--- config.mk ---
export PLATFORM = sky130hd
export DESIGN_NAME = rs12_err_apply
export DESIGN_NICKNAME = d
export VERILOG_FILES = /design/src/rtl/rs12_pkg.sv /design/src/rtl/rs12_sym_map.sv /design/src/rtl/rs12_pair_store.sv /design/src/rtl/rs12_rmw_seq.sv /design/src/rtl/rs12_err_apply.sv
export SDC_FILE = /design/constraint.sdc
export NUM_CORES = 1
export LEC_CHECK = 0
export ABC_AREA = 1
export ABC_CLOCK_PERIOD_IN_PS = 3350
export BUFFER_PORTS_ARGS = -buffer_cell sky130_fd_sc_hd__buf_2
export CORE_MARGIN = 10
export CORE_UTILIZATION = 42
export CTS_CLUSTER_DIAMETER = 80
export DETAILED_ROUTE_END_ITERATION = 16
export SLEW_MARGIN = 40
export SYNTH_ARGS = -nofsm -noshare
export SYNTH_HDL_FRONTEND = slang
export SYNTH_HIERARCHICAL = 1
export SYNTH_SLANG_ARGS = --single-unit
--- constraint.sdc ---
create_clock -name clk -period 3.35 [get_ports clk]
set_input_delay 0.67 -clock clk [delete_from_list [all_inputs] [get_ports clk]]
set_output_delay 0.67 -clock clk [all_outputs]
set_load 0.1 [all_outputs]
--- src/rtl/rs12_pkg.sv ---
package rs12_pkg;
   localparam int SYM_BITS = 12;

   typedef enum logic [2:0] {
      ST_IDLE,
      ST_COLLECT,
      ST_CHECK,
      ST_READ,
      ST_WRITE,
      ST_DONE
   } seq_state_t;
endpackage

--- src/rtl/rs12_sym_map.sv ---
// Position-to-byte mapping for one (position, pattern) pair.
module rs12_sym_map #(
   parameter int POS_W    = 11,
   parameter int ADDR_W   = 12,
   parameter int LAST_POS = 1374
) (
   input  logic [POS_W-1:0]            pos,
   input  logic [rs12_pkg::SYM_BITS-1:0] pat,
   output logic [ADDR_W-1:0]           addr_a,
   output logic [ADDR_W-1:0]           addr_b,
   output logic [7:0]                  mask_a,
   output logic [7:0]                  mask_b,
   output logic                        two_bytes,
   output logic                        bad
);
   localparam int TW = POS_W + 2;

   logic [TW-1:0] tri3;
   logic [TW-2:0] half;

   always_comb begin
      tri3      = TW'(pos) + (TW'(pos) << 1);
      half      = tri3[TW-1:1];
      addr_a    = '0;
      addr_b    = '0;
      mask_a    = '0;
      mask_b    = '0;
      two_bytes = 1'b0;
      bad       = (pos > POS_W'(LAST_POS));
      if (pos == '0) begin
         // short leading symbol: only the low eight bits are stored
         mask_a = pat[7:0];
         if (pat[11:8] != 4'h0) bad = 1'b1;
      end else if (pos[0]) begin
         // symbol starts on a byte boundary
         addr_a    = ADDR_W'(half);
         mask_a    = pat[11:4];
         addr_b    = ADDR_W'(half + (TW-1)'(1));
         mask_b    = {pat[3:0], 4'h0};
         two_bytes = 1'b1;
      end else begin
         // symbol starts in the low nibble of the previous byte
         addr_a    = ADDR_W'(half - (TW-1)'(1));
         mask_a    = {4'h0, pat[11:8]};
         addr_b    = ADDR_W'(half);
         mask_b    = pat[7:0];
         two_bytes = 1'b1;
      end
   end
endmodule

--- src/rtl/rs12_pair_store.sv ---
// Holds the pairs of one page until they have all been validated.
module rs12_pair_store #(
   parameter int MAX_ERR = 4,
   parameter int POS_W   = 11,
   parameter int IDX_W   = 2
) (
   input  logic                                      clk,
   input  logic                                      rst_n,
   input  logic                                      wr_en,
   input  logic [IDX_W-1:0]                          wr_idx,
   input  logic [POS_W-1:0]                          pos_in,
   input  logic [rs12_pkg::SYM_BITS-1:0]             pat_in,
   output logic [MAX_ERR-1:0][POS_W-1:0]             pos_q,
   output logic [MAX_ERR-1:0][rs12_pkg::SYM_BITS-1:0] pat_q
);
   for (genvar s = 0; s < MAX_ERR; s++) begin : g_slot
      always_ff @(posedge clk or negedge rst_n) begin
         if (!rst_n) begin
            pos_q[s] <= '0;
            pat_q[s] <= '0;
         end else if (wr_en && (wr_idx == IDX_W'(s))) begin
            pos_q[s] <= pos_in;
            pat_q[s] <= pat_in;
         end
      end
   end
endmodule

--- src/rtl/rs12_rmw_seq.sv ---
// Page sequencer: collect, validate, then read-modify-write per byte.
module rs12_rmw_seq #(
   parameter int MAX_ERR = 4,
   parameter int ADDR_W  = 12,
   parameter int CNT_W   = 3,
   parameter int IDX_W   = 2
) (
   input  logic                              clk,
   input  logic                              rst_n,
   input  logic                              start,
   input  logic [CNT_W-1:0]                  err_count,
   input  logic                              pair_valid,
   input  logic [MAX_ERR-1:0]                bad_vec,
   input  logic [MAX_ERR-1:0]                two_vec,
   input  logic [MAX_ERR-1:0][ADDR_W-1:0]    addr_a_vec,
   input  logic [MAX_ERR-1:0][ADDR_W-1:0]    addr_b_vec,
   input  logic [MAX_ERR-1:0][7:0]           mask_a_vec,
   input  logic [MAX_ERR-1:0][7:0]           mask_b_vec,
   input  logic [7:0]                        mem_rdata,
   output logic                              store_wr,
   output logic [IDX_W-1:0]                  store_idx,
   output logic [ADDR_W-1:0]                 mem_addr,
   output logic                              mem_rd_en,
   output logic                              mem_wr_en,
   output logic [7:0]                        mem_wdata,
   output logic                              done,
   output logic                              fail,
   output logic [CNT_W-1:0]                  corr_count
);
   import rs12_pkg::*;

   seq_state_t        state;
   logic [CNT_W-1:0]  cnt_q;
   logic [IDX_W-1:0]  idx_q;
   logic              half_q;
   logic              fail_q;
   logic [CNT_W-1:0]  corr_q;
   logic [ADDR_W-1:0] addr_q;
   logic [7:0]        mask_q;

   logic [MAX_ERR-1:0] live;
   logic               fail_now;
   logic               last_slot;
   logic [ADDR_W-1:0]  sel_addr;
   logic [7:0]         sel_mask;

   always_comb begin
      for (int i = 0; i < MAX_ERR; i++) begin
         live[i] = (CNT_W'(i) < cnt_q);
      end
      fail_now  = (cnt_q > CNT_W'(MAX_ERR)) | (|(bad_vec & live));
      last_slot = (CNT_W'(idx_q) == (cnt_q - CNT_W'(1)));
      sel_addr  = half_q ? addr_b_vec[idx_q] : addr_a_vec[idx_q];
      sel_mask  = half_q ? mask_b_vec[idx_q] : mask_a_vec[idx_q];
   end

   always_ff @(posedge clk or negedge rst_n) begin
      if (!rst_n) begin
         state  <= ST_IDLE;
         cnt_q  <= '0;
         idx_q  <= '0;
         half_q <= 1'b0;
         fail_q <= 1'b0;
         corr_q <= '0;
         addr_q <= '0;
         mask_q <= '0;
      end else begin
         case (state)
            ST_IDLE: begin
               if (start) begin
                  cnt_q  <= err_count;
                  idx_q  <= '0;
                  half_q <= 1'b0;
                  fail_q <= 1'b0;
                  corr_q <= '0;
                  if ((err_count == '0) || (err_count > CNT_W'(MAX_ERR)))
                     state <= ST_CHECK;
                  else
                     state <= ST_COLLECT;
               end
            end
            ST_COLLECT: begin
               if (pair_valid) begin
                  if (last_slot) begin
                     idx_q <= '0;
                     state <= ST_CHECK;
                  end else begin
                     idx_q <= idx_q + IDX_W'(1);
                  end
               end
            end
            ST_CHECK: begin
               if (fail_now) begin
                  fail_q <= 1'b1;
                  corr_q <= '0;
                  state  <= ST_DONE;
               end else if (cnt_q == '0) begin
                  state  <= ST_DONE;
               end else begin
                  state  <= ST_READ;
               end
            end
            ST_READ: begin
               addr_q <= sel_addr;
               mask_q <= sel_mask;
               state  <= ST_WRITE;
            end
            ST_WRITE: begin
               if (!half_q && two_vec[idx_q]) begin
                  half_q <= 1'b1;
                  state  <= ST_READ;
               end else if (last_slot) begin
                  corr_q <= cnt_q;
                  state  <= ST_DONE;
               end else begin
                  idx_q  <= idx_q + IDX_W'(1);
                  half_q <= 1'b0;
                  state  <= ST_READ;
               end
            end
            ST_DONE:  state <= ST_IDLE;
            default:  state <= ST_IDLE;
         endcase
      end
   end

   assign store_wr   = (state == ST_COLLECT) && pair_valid;
   assign store_idx  = idx_q;
   assign mem_rd_en  = (state == ST_READ);
   assign mem_wr_en  = (state == ST_WRITE);
   assign mem_addr   = (state == ST_READ) ? sel_addr : addr_q;
   assign mem_wdata  = mem_rdata ^ mask_q;
   assign done       = (state == ST_DONE);
   assign fail       = fail_q;
   assign corr_count = corr_q;
endmodule

--- src/rtl/rs12_err_apply.sv ---
// Top: applies up to MAX_ERR symbol corrections to a page buffer.
module rs12_err_apply #(
   parameter int DATA_BYTES  = 2048,
   parameter int SPARE_BYTES = 64,
   parameter int MAX_ERR     = 4,
   parameter int POS_W       = 11,
   parameter int LAST_POS    = 1374
) (
   input  logic                          clk,
   input  logic                          rst_n,
   input  logic                          start,
   input  logic [$clog2(MAX_ERR+1)-1:0]  err_count,
   input  logic                          pair_valid,
   input  logic [POS_W-1:0]              pair_pos,
   input  logic [11:0]                   pair_pat,
   output logic [$clog2(DATA_BYTES+SPARE_BYTES)-1:0] mem_addr,
   output logic                          mem_rd_en,
   output logic                          mem_wr_en,
   output logic [7:0]                    mem_wdata,
   input  logic [7:0]                    mem_rdata,
   output logic                          done,
   output logic                          fail,
   output logic [$clog2(MAX_ERR+1)-1:0]  corr_count
);
   localparam int TOTAL_BYTES = DATA_BYTES + SPARE_BYTES;
   localparam int ADDR_W      = $clog2(TOTAL_BYTES);
   localparam int CNT_W       = $clog2(MAX_ERR + 1);
   localparam int IDX_W       = (MAX_ERR > 1) ? $clog2(MAX_ERR) : 1;
   localparam int TOP_BYTE    = (3 * LAST_POS) / 2 + 1;

   if (MAX_ERR < 1) begin : g_chk_cnt
      $error("MAX_ERR must be at least 1");
   end
   if (LAST_POS >= (1 << POS_W)) begin : g_chk_pos
      $error("LAST_POS does not fit in POS_W bits");
   end
   if (TOP_BYTE >= TOTAL_BYTES) begin : g_chk_span
      $error("LAST_POS reaches beyond the page buffer");
   end

   logic [MAX_ERR-1:0][POS_W-1:0]  pos_q;
   logic [MAX_ERR-1:0][11:0]       pat_q;
   logic [MAX_ERR-1:0][ADDR_W-1:0] addr_a_vec;
   logic [MAX_ERR-1:0][ADDR_W-1:0] addr_b_vec;
   logic [MAX_ERR-1:0][7:0]        mask_a_vec;
   logic [MAX_ERR-1:0][7:0]        mask_b_vec;
   logic [MAX_ERR-1:0]             two_vec;
   logic [MAX_ERR-1:0]             bad_vec;
   logic                           store_wr;
   logic [IDX_W-1:0]               store_idx;

   rs12_pair_store #(
      .MAX_ERR (MAX_ERR),
      .POS_W   (POS_W),
      .IDX_W   (IDX_W)
   ) u_store (
      .clk    (clk),
      .rst_n  (rst_n),
      .wr_en  (store_wr),
      .wr_idx (store_idx),
      .pos_in (pair_pos),
      .pat_in (pair_pat),
      .pos_q  (pos_q),
      .pat_q  (pat_q)
   );

   for (genvar s = 0; s < MAX_ERR; s++) begin : g_map
      rs12_sym_map #(
         .POS_W    (POS_W),
         .ADDR_W   (ADDR_W),
         .LAST_POS (LAST_POS)
      ) u_map (
         .pos       (pos_q[s]),
         .pat       (pat_q[s]),
         .addr_a    (addr_a_vec[s]),
         .addr_b    (addr_b_vec[s]),
         .mask_a    (mask_a_vec[s]),
         .mask_b    (mask_b_vec[s]),
         .two_bytes (two_vec[s]),
         .bad       (bad_vec[s])
      );
   end

   rs12_rmw_seq #(
      .MAX_ERR (MAX_ERR),
      .ADDR_W  (ADDR_W),
      .CNT_W   (CNT_W),
      .IDX_W   (IDX_W)
   ) u_seq (
      .clk        (clk),
      .rst_n      (rst_n),
      .start      (start),
      .err_count  (err_count),
      .pair_valid (pair_valid),
      .bad_vec    (bad_vec),
      .two_vec    (two_vec),
      .addr_a_vec (addr_a_vec),
      .addr_b_vec (addr_b_vec),
      .mask_a_vec (mask_a_vec),
      .mask_b_vec (mask_b_vec),
      .mem_rdata  (mem_rdata),
      .store_wr   (store_wr),
      .store_idx  (store_idx),
      .mem_addr   (mem_addr),
      .mem_rd_en  (mem_rd_en),
      .mem_wr_en  (mem_wr_en),
      .mem_wdata  (mem_wdata),
      .done       (done),
      .fail       (fail),
      .corr_count (corr_count)
   );
endmodule

Word level (Yosys, flattened, before mapping). Cells that the tools add are included.

Register bits after elaboration: 125. Bits in latches: 0. Bits in writable memories: 0. Bits in read-only memories: 0. Output and inout port bits: 27. Memories: 0.

Add/subtract/negate cells: 14. $mul: 0. Div/mod/pow operators: 0. $lt $le $gt $ge: 11. Equal/unequal tests: 17. Shift-type cells: 0. Multiplexer cells: 83. Bitwise logic cells: 3. Reductions and logical operators: 31.

Operators with widths (count): 2-to-1 mux 12 bit (20); 2-to-1 mux 8 bit (19); adder 11 x 12 -> 13 bit (4); adder 12 x 1 -> 12 bit, second input constant (4); binary-select mux 12 bit (select 2 bit) (2); subtractor 12 x 1 -> 12 bit, second input constant (4); > comparator 11 bit, second input constant (4); zero test 11 bit (4); 2-to-1 mux 3 bit (11); binary-select mux 8 bit (select 2 bit) (2); 2-to-1 mux 1 bit (17); nonzero test 4 bit (4); case mux 3 bit (5 select lines) (1); 2-to-1 mux 2 bit (6); AND reduction 5 bit (2); zero test 3 bit (3); case mux 3 bit (3 select lines) (1); AND reduction 3 bit (3); != test 2 bit, second input constant (4); bitwise XOR 8 bit (1); equality test 3 x 2 -> 1 bit, second input constant (2); equality test 3 bit, second input constant (2); > comparator 3 bit, second input constant (2); logical AND 1 bit (6); 23 further kinds (31).

Depth between registers and ports, before layout.
Depth after elaboration: 8. Gate-level depth with buffers: 20.

By module. The synthesis kept the hierarchy.

By module, submodules not included: rs12_pair_store (times used 1, cells an instance 410, area an instance 3738.6 sq um, sequential area each 2302.2 sq um); rs12_sym_map at g_map[0].u_map ... (times used 2, cells an instance 313, area an instance 1686.6 sq um, sequential area each 0.0 sq um); rs12_rmw_seq (times used 1, cells an instance 474, area an instance 3016.6 sq um, sequential area each 825.8 sq um); rs12_sym_map at g_map[3].u_map (times used 1, cells an instance 342, area an instance 1911.8 sq um, sequential area each 0.0 sq um); rs12_sym_map at g_map[2].u_map (times used 1, cells an instance 313, area an instance 1689.1 sq um, sequential area each 0.0 sq um).

Worst setup path after synthesis. OpenSTA, ideal clock, no wires.

Kind: register -> output. From: register u_store/pos_q[34] in the netlist's numbering. To: output mem_addr[8]. Arrival: 3.197 ns. Required time: 2.680 ns. Setup slack: -0.517 ns. Stages on the path, launching flop included: 17. Path buffers: 0. Path through: dfrtp_1 ha_1 fa_1 inv_1 ha_1 inv_1 nor3_4 nand3_2 nor2_2 nand2_2 nor2_4 nand2_1 a21oi_1 nor2_1 o221ai_1 nand3_1 nand2_1.

RTL lines: start, declared (RTL line rs12_pair_store.sv:13) `output logic [MAX_ERR-1:0][POS_W-1:0] pos_q,`; start signal, assigned by index (RTL line rs12_pair_store.sv:22) `pos_q[s] <= pos_in;`; end, declared (RTL line rs12_err_apply.sv:16) `output logic [$clog2(DATA_BYTES+SPARE_BYTES)-1:0] mem_addr,`.

==> impl_metrics.ini <==
[status]
run_status = finished with violations
violations = negative setup slack

[synth]
post_synth_inst_count = 2165
synth_seq_area_share = 0.228
synth_nets = 2314
mappedNetlistArea_um2 = 13700
yosysTopAreaCellShare = 0.228
post_synth_num_cell_types = 47
async_flop_share = 1.00
avg_cell_area_syn_um2 = 6.34
yosys_warnings = 6
dominantRegCellSynth = sky130_fd_sc_hd__dfrtp_1
top_cells_by_area_synth = sky130_fd_sc_hd__dfrtp_1 23%, sky130_fd_sc_hd__nand2_1 15%, sky130_fd_sc_hd__ha_1 9.8%
ys_seq_elements = 125
synth_enable_flop_cells = 0
netlist.top_cell.by_area = sky130_fd_sc_hd__dfrtp_1

[placed_design]
dpl_worst_slack_ns = -0.340
buffers_on_ports = 64
globalplace.congestion = 0.971
detailedPlacementHpwl_mm = 38.4

[worst_setup_path]
regToRegStartpoint = u_store/pos_q[12]
crit_path_end_kind = output port
r2r_cells = 18
reg2reg_slack_ns = 0.33
crit_start = u_store/pos_q[34]
r2r-end = u_seq/corr_count[2]
startpoint_type = flop
cp_data_arrival_time_ns = 3.47
crit_type = flop to output port
cp.required_ns = 2.68
path_max_fanout = 4
setup.worst_path.end = mem_addr[9]

[sta]
worstMarginPinSlew_ns = 0.849
finalWorstPathRequiredPeriod_ns = 4.14
fmax_ghz = 0.242
slew_headroom = 0.434
setup_violations = 12
final_cycle_share = 1.24
postLayoutSetupSlackWorst_ns = -0.789
hold_slack_ns = 0.230
finalHoldViolations = 0
finClkSkew_ns = 0.0147
slew_viol_final = 0
unrepaired_setup_endpoints_after_global_routing = true

[floorplan]
die_w_um = 201
floorplan.die.height_um = 201
floorplan.io_pins = 65
fp-row-count = 66
fp.coreArea_um2 = 32400
design.die.area_um2 = 40300
initial_utilization = 0.424

[detailed_routing]
post_drt_wl_per_cell_um = 17.2
drt_iter0_drc = 1103
drcViolationCount = 0
detail_route.first_pass.iterations = 7
routed_via_density = 5.33
wl_mm = 50.0
detailroute.via_count = 15400
antenna_left = 0

[finish]
area.growth.synth_to_final_pct = 31.1
diodes = 0
finish.net_count = 2594
final_layout_size_suffix_gt1_frac = 0.293

[cts]
worstSkewPairLatency_ns = 0.46
cts.path.max_buffers = 2
cts_root_buf = sky130_fd_sc_hd__clkbuf_16
cts_num_sinks = 125
tritoncts = built
h-tree-depth = 4
cts.reportedPaths.clkPinSlew_ns = 0.07
tritoncts.num_buffers = 17

[run]
drv.max_cap_violation_count = 0

[min_path]
hold_class = primary input to asynchronous set/reset pin

[grt]
globalRoute.totalOverflow = 0
number_of_global_route_vias_before_repair = 14700
antenna_found_initial = 0
first_pass_grt_wire_length_mm = 79.1
pin_count_of_the_biggest_net_entering_global_routing = 77
gr-usage-all-layers = 0.242
[cells by family (layout without fill, tap and decap cells)]
logic type,after synthesis,count (layout),share of synthesized area
AOI/OAI and AO/OA,354,354,0.148
DFF,125,125,0.228
adders and majority gates,111,111,0.103
and+or+nand+nor,1207,1207,0.408
xor gates and xnor gates,14,14,0.00893
buffers and inverters,354,647,0.103
[registers in the layout, summed over array words and instances, names as in the netlist]
signal	cells
u_store/pat_q	48
u_store/pos_q	44
u_seq/addr_q	12
u_seq/mask_q	8
u_seq/cnt_q	3
u_seq/corr_count	3
u_seq/state	3
u_seq/store_idx	2
u_seq/fail	1
u_seq/half_q	1
[cell usage in the layout, fill, tap and decap left out, types with 7 or more instances in the layout]
cell,count
sky130_fd_sc_hd__a21oi_1,68
sky130_fd_sc_hd__nor3_1,8
sky130_fd_sc_hd__o221ai_1,33
sky130_fd_sc_hd__ha_1,94
sky130_fd_sc_hd__inv_2,47
sky130_fd_sc_hd__ha_4,13
sky130_fd_sc_hd__nor2_2,50
sky130_fd_sc_hd__a211oi_1,7
sky130_fd_sc_hd__dfrtp_2,8
sky130_fd_sc_hd__nand3_2,35
sky130_fd_sc_hd__buf_12,17
sky130_fd_sc_hd__buf_2,51
sky130_fd_sc_hd__clkbuf_16,17
sky130_fd_sc_hd__o211ai_1,16
sky130_fd_sc_hd__dfrtp_1,116
sky130_fd_sc_hd__o21ai_0,152
sky130_fd_sc_hd__inv_1,203
sky130_fd_sc_hd__xor2_1,11
sky130_fd_sc_hd__a21oi_2,12
sky130_fd_sc_hd__buf_6,7
sky130_fd_sc_hd__nand2_2,86
sky130_fd_sc_hd__o21ai_2,7
sky130_fd_sc_hd__nand3_1,150
sky130_fd_sc_hd__nand2_4,17
sky130_fd_sc_hd__nor2_4,18
sky130_fd_sc_hd__o21ai_1,27
sky130_fd_sc_hd__nand4_1,85
sky130_fd_sc_hd__buf_4,282
sky130_fd_sc_hd__nor2_1,206
sky130_fd_sc_hd__o21bai_1,12
sky130_fd_sc_hd__nand2_1,518
sky130_fd_sc_hd__o221ai_2,7
[Yosys cell counts, types with 11 or more instances]
cell type and instances:
sky130_fd_sc_hd__dfrtp_1 125, sky130_fd_sc_hd__inv_1 216, sky130_fd_sc_hd__o21bai_1 12, sky130_fd_sc_hd__ha_1 107, sky130_fd_sc_hd__nand2_1 546, sky130_fd_sc_hd__o221ai_1 40
sky130_fd_sc_hd__nand4_1 85, sky130_fd_sc_hd__o211ai_1 16, sky130_fd_sc_hd__nand3_1 168, sky130_fd_sc_hd__buf_2 43, sky130_fd_sc_hd__o21ai_0 180, sky130_fd_sc_hd__nor3_1 11
sky130_fd_sc_hd__xor2_1 13, sky130_fd_sc_hd__nand2_2 68, sky130_fd_sc_hd__inv_2 38, sky130_fd_sc_hd__clkbuf_1 46, sky130_fd_sc_hd__nor2_2 28, sky130_fd_sc_hd__a21oi_1 80
sky130_fd_sc_hd__nor2_1 236, sky130_fd_sc_hd__nand3_2 19
[metal layers]
metal	vias up	track usage	share of wire
met1	7246	0.319	0.45
met2	435	0.392	0.46
li1	7686	-	-
met3	77	0.0257	0.047
met4	0	0.110	0.042
met5	-	0	0
[how the worst min path moves through the flow]
stage | to | slack, ns
final | u_seq/addr_q[3] | 0.23
after global routing | u_seq/addr_q[3] | 0.27
after floorplan | u_seq/addr_q[0] | 0.37
after global placement | u_store/pat_q[19] | 0.46
after detailed placement | u_seq/corr_count[2] | 0.46
after CTS | u_seq/addr_q[3] | 0.24
[cell type report]
class,instances,area (µm²)
fillers,3240,14400
multi-input cells,1686,9870
flip-flops and latches,125,3140
repair buffers,358,2810
inverters,256,976
well taps,442,553
clock buffers,18,439
clock inverters,14,205
repair inverters,1,5.00
[per-stage QoR]
stage	instance area, µm²	util	instances	setup TNS, ns
final	18000	0.556	2900	-6.84
after global routing	18000	0.556	2900	-8.60
after CTS	17600	0.543	2885	-7.21
after detailed placement	16500	0.511	2841	-2.45
after global placement	16500	0.511	2841	-2.06
after floorplan	13900	-	2165	-0.189
[critical path, stage by stage (launching register included)]
cell                       delay, ns
sky130_fd_sc_hd__dfrtp_2        0.43
sky130_fd_sc_hd__ha_4           0.17
sky130_fd_sc_hd__fa_2           0.54
sky130_fd_sc_hd__inv_4          0.11
sky130_fd_sc_hd__nand3_2        0.10
sky130_fd_sc_hd__nor2_2         0.16
sky130_fd_sc_hd__nand3_2        0.12
sky130_fd_sc_hd__nor2_2         0.14
sky130_fd_sc_hd__nand4_2        0.11
sky130_fd_sc_hd__buf_4          0.15
sky130_fd_sc_hd__nand2_1        0.05
sky130_fd_sc_hd__nand2_1        0.04
sky130_fd_sc_hd__nor2_1         0.12
sky130_fd_sc_hd__nor2_1         0.07
sky130_fd_sc_hd__o221ai_1       0.22
sky130_fd_sc_hd__nand3_1        0.19
sky130_fd_sc_hd__nand2_4        0.12
sky130_fd_sc_hd__buf_12         0.17
[what timing repair did]
item,CTS,global route
hold buffers,0,0
buffers inserted,18,15
cloned,0,1
resized for setup,89,92
pin swaps,87,69
endpoints found under the setup margin,12,12
Power is not shown: default switching activity piles up to over one toggle a cycle in this logic, so the estimate is an artifact.
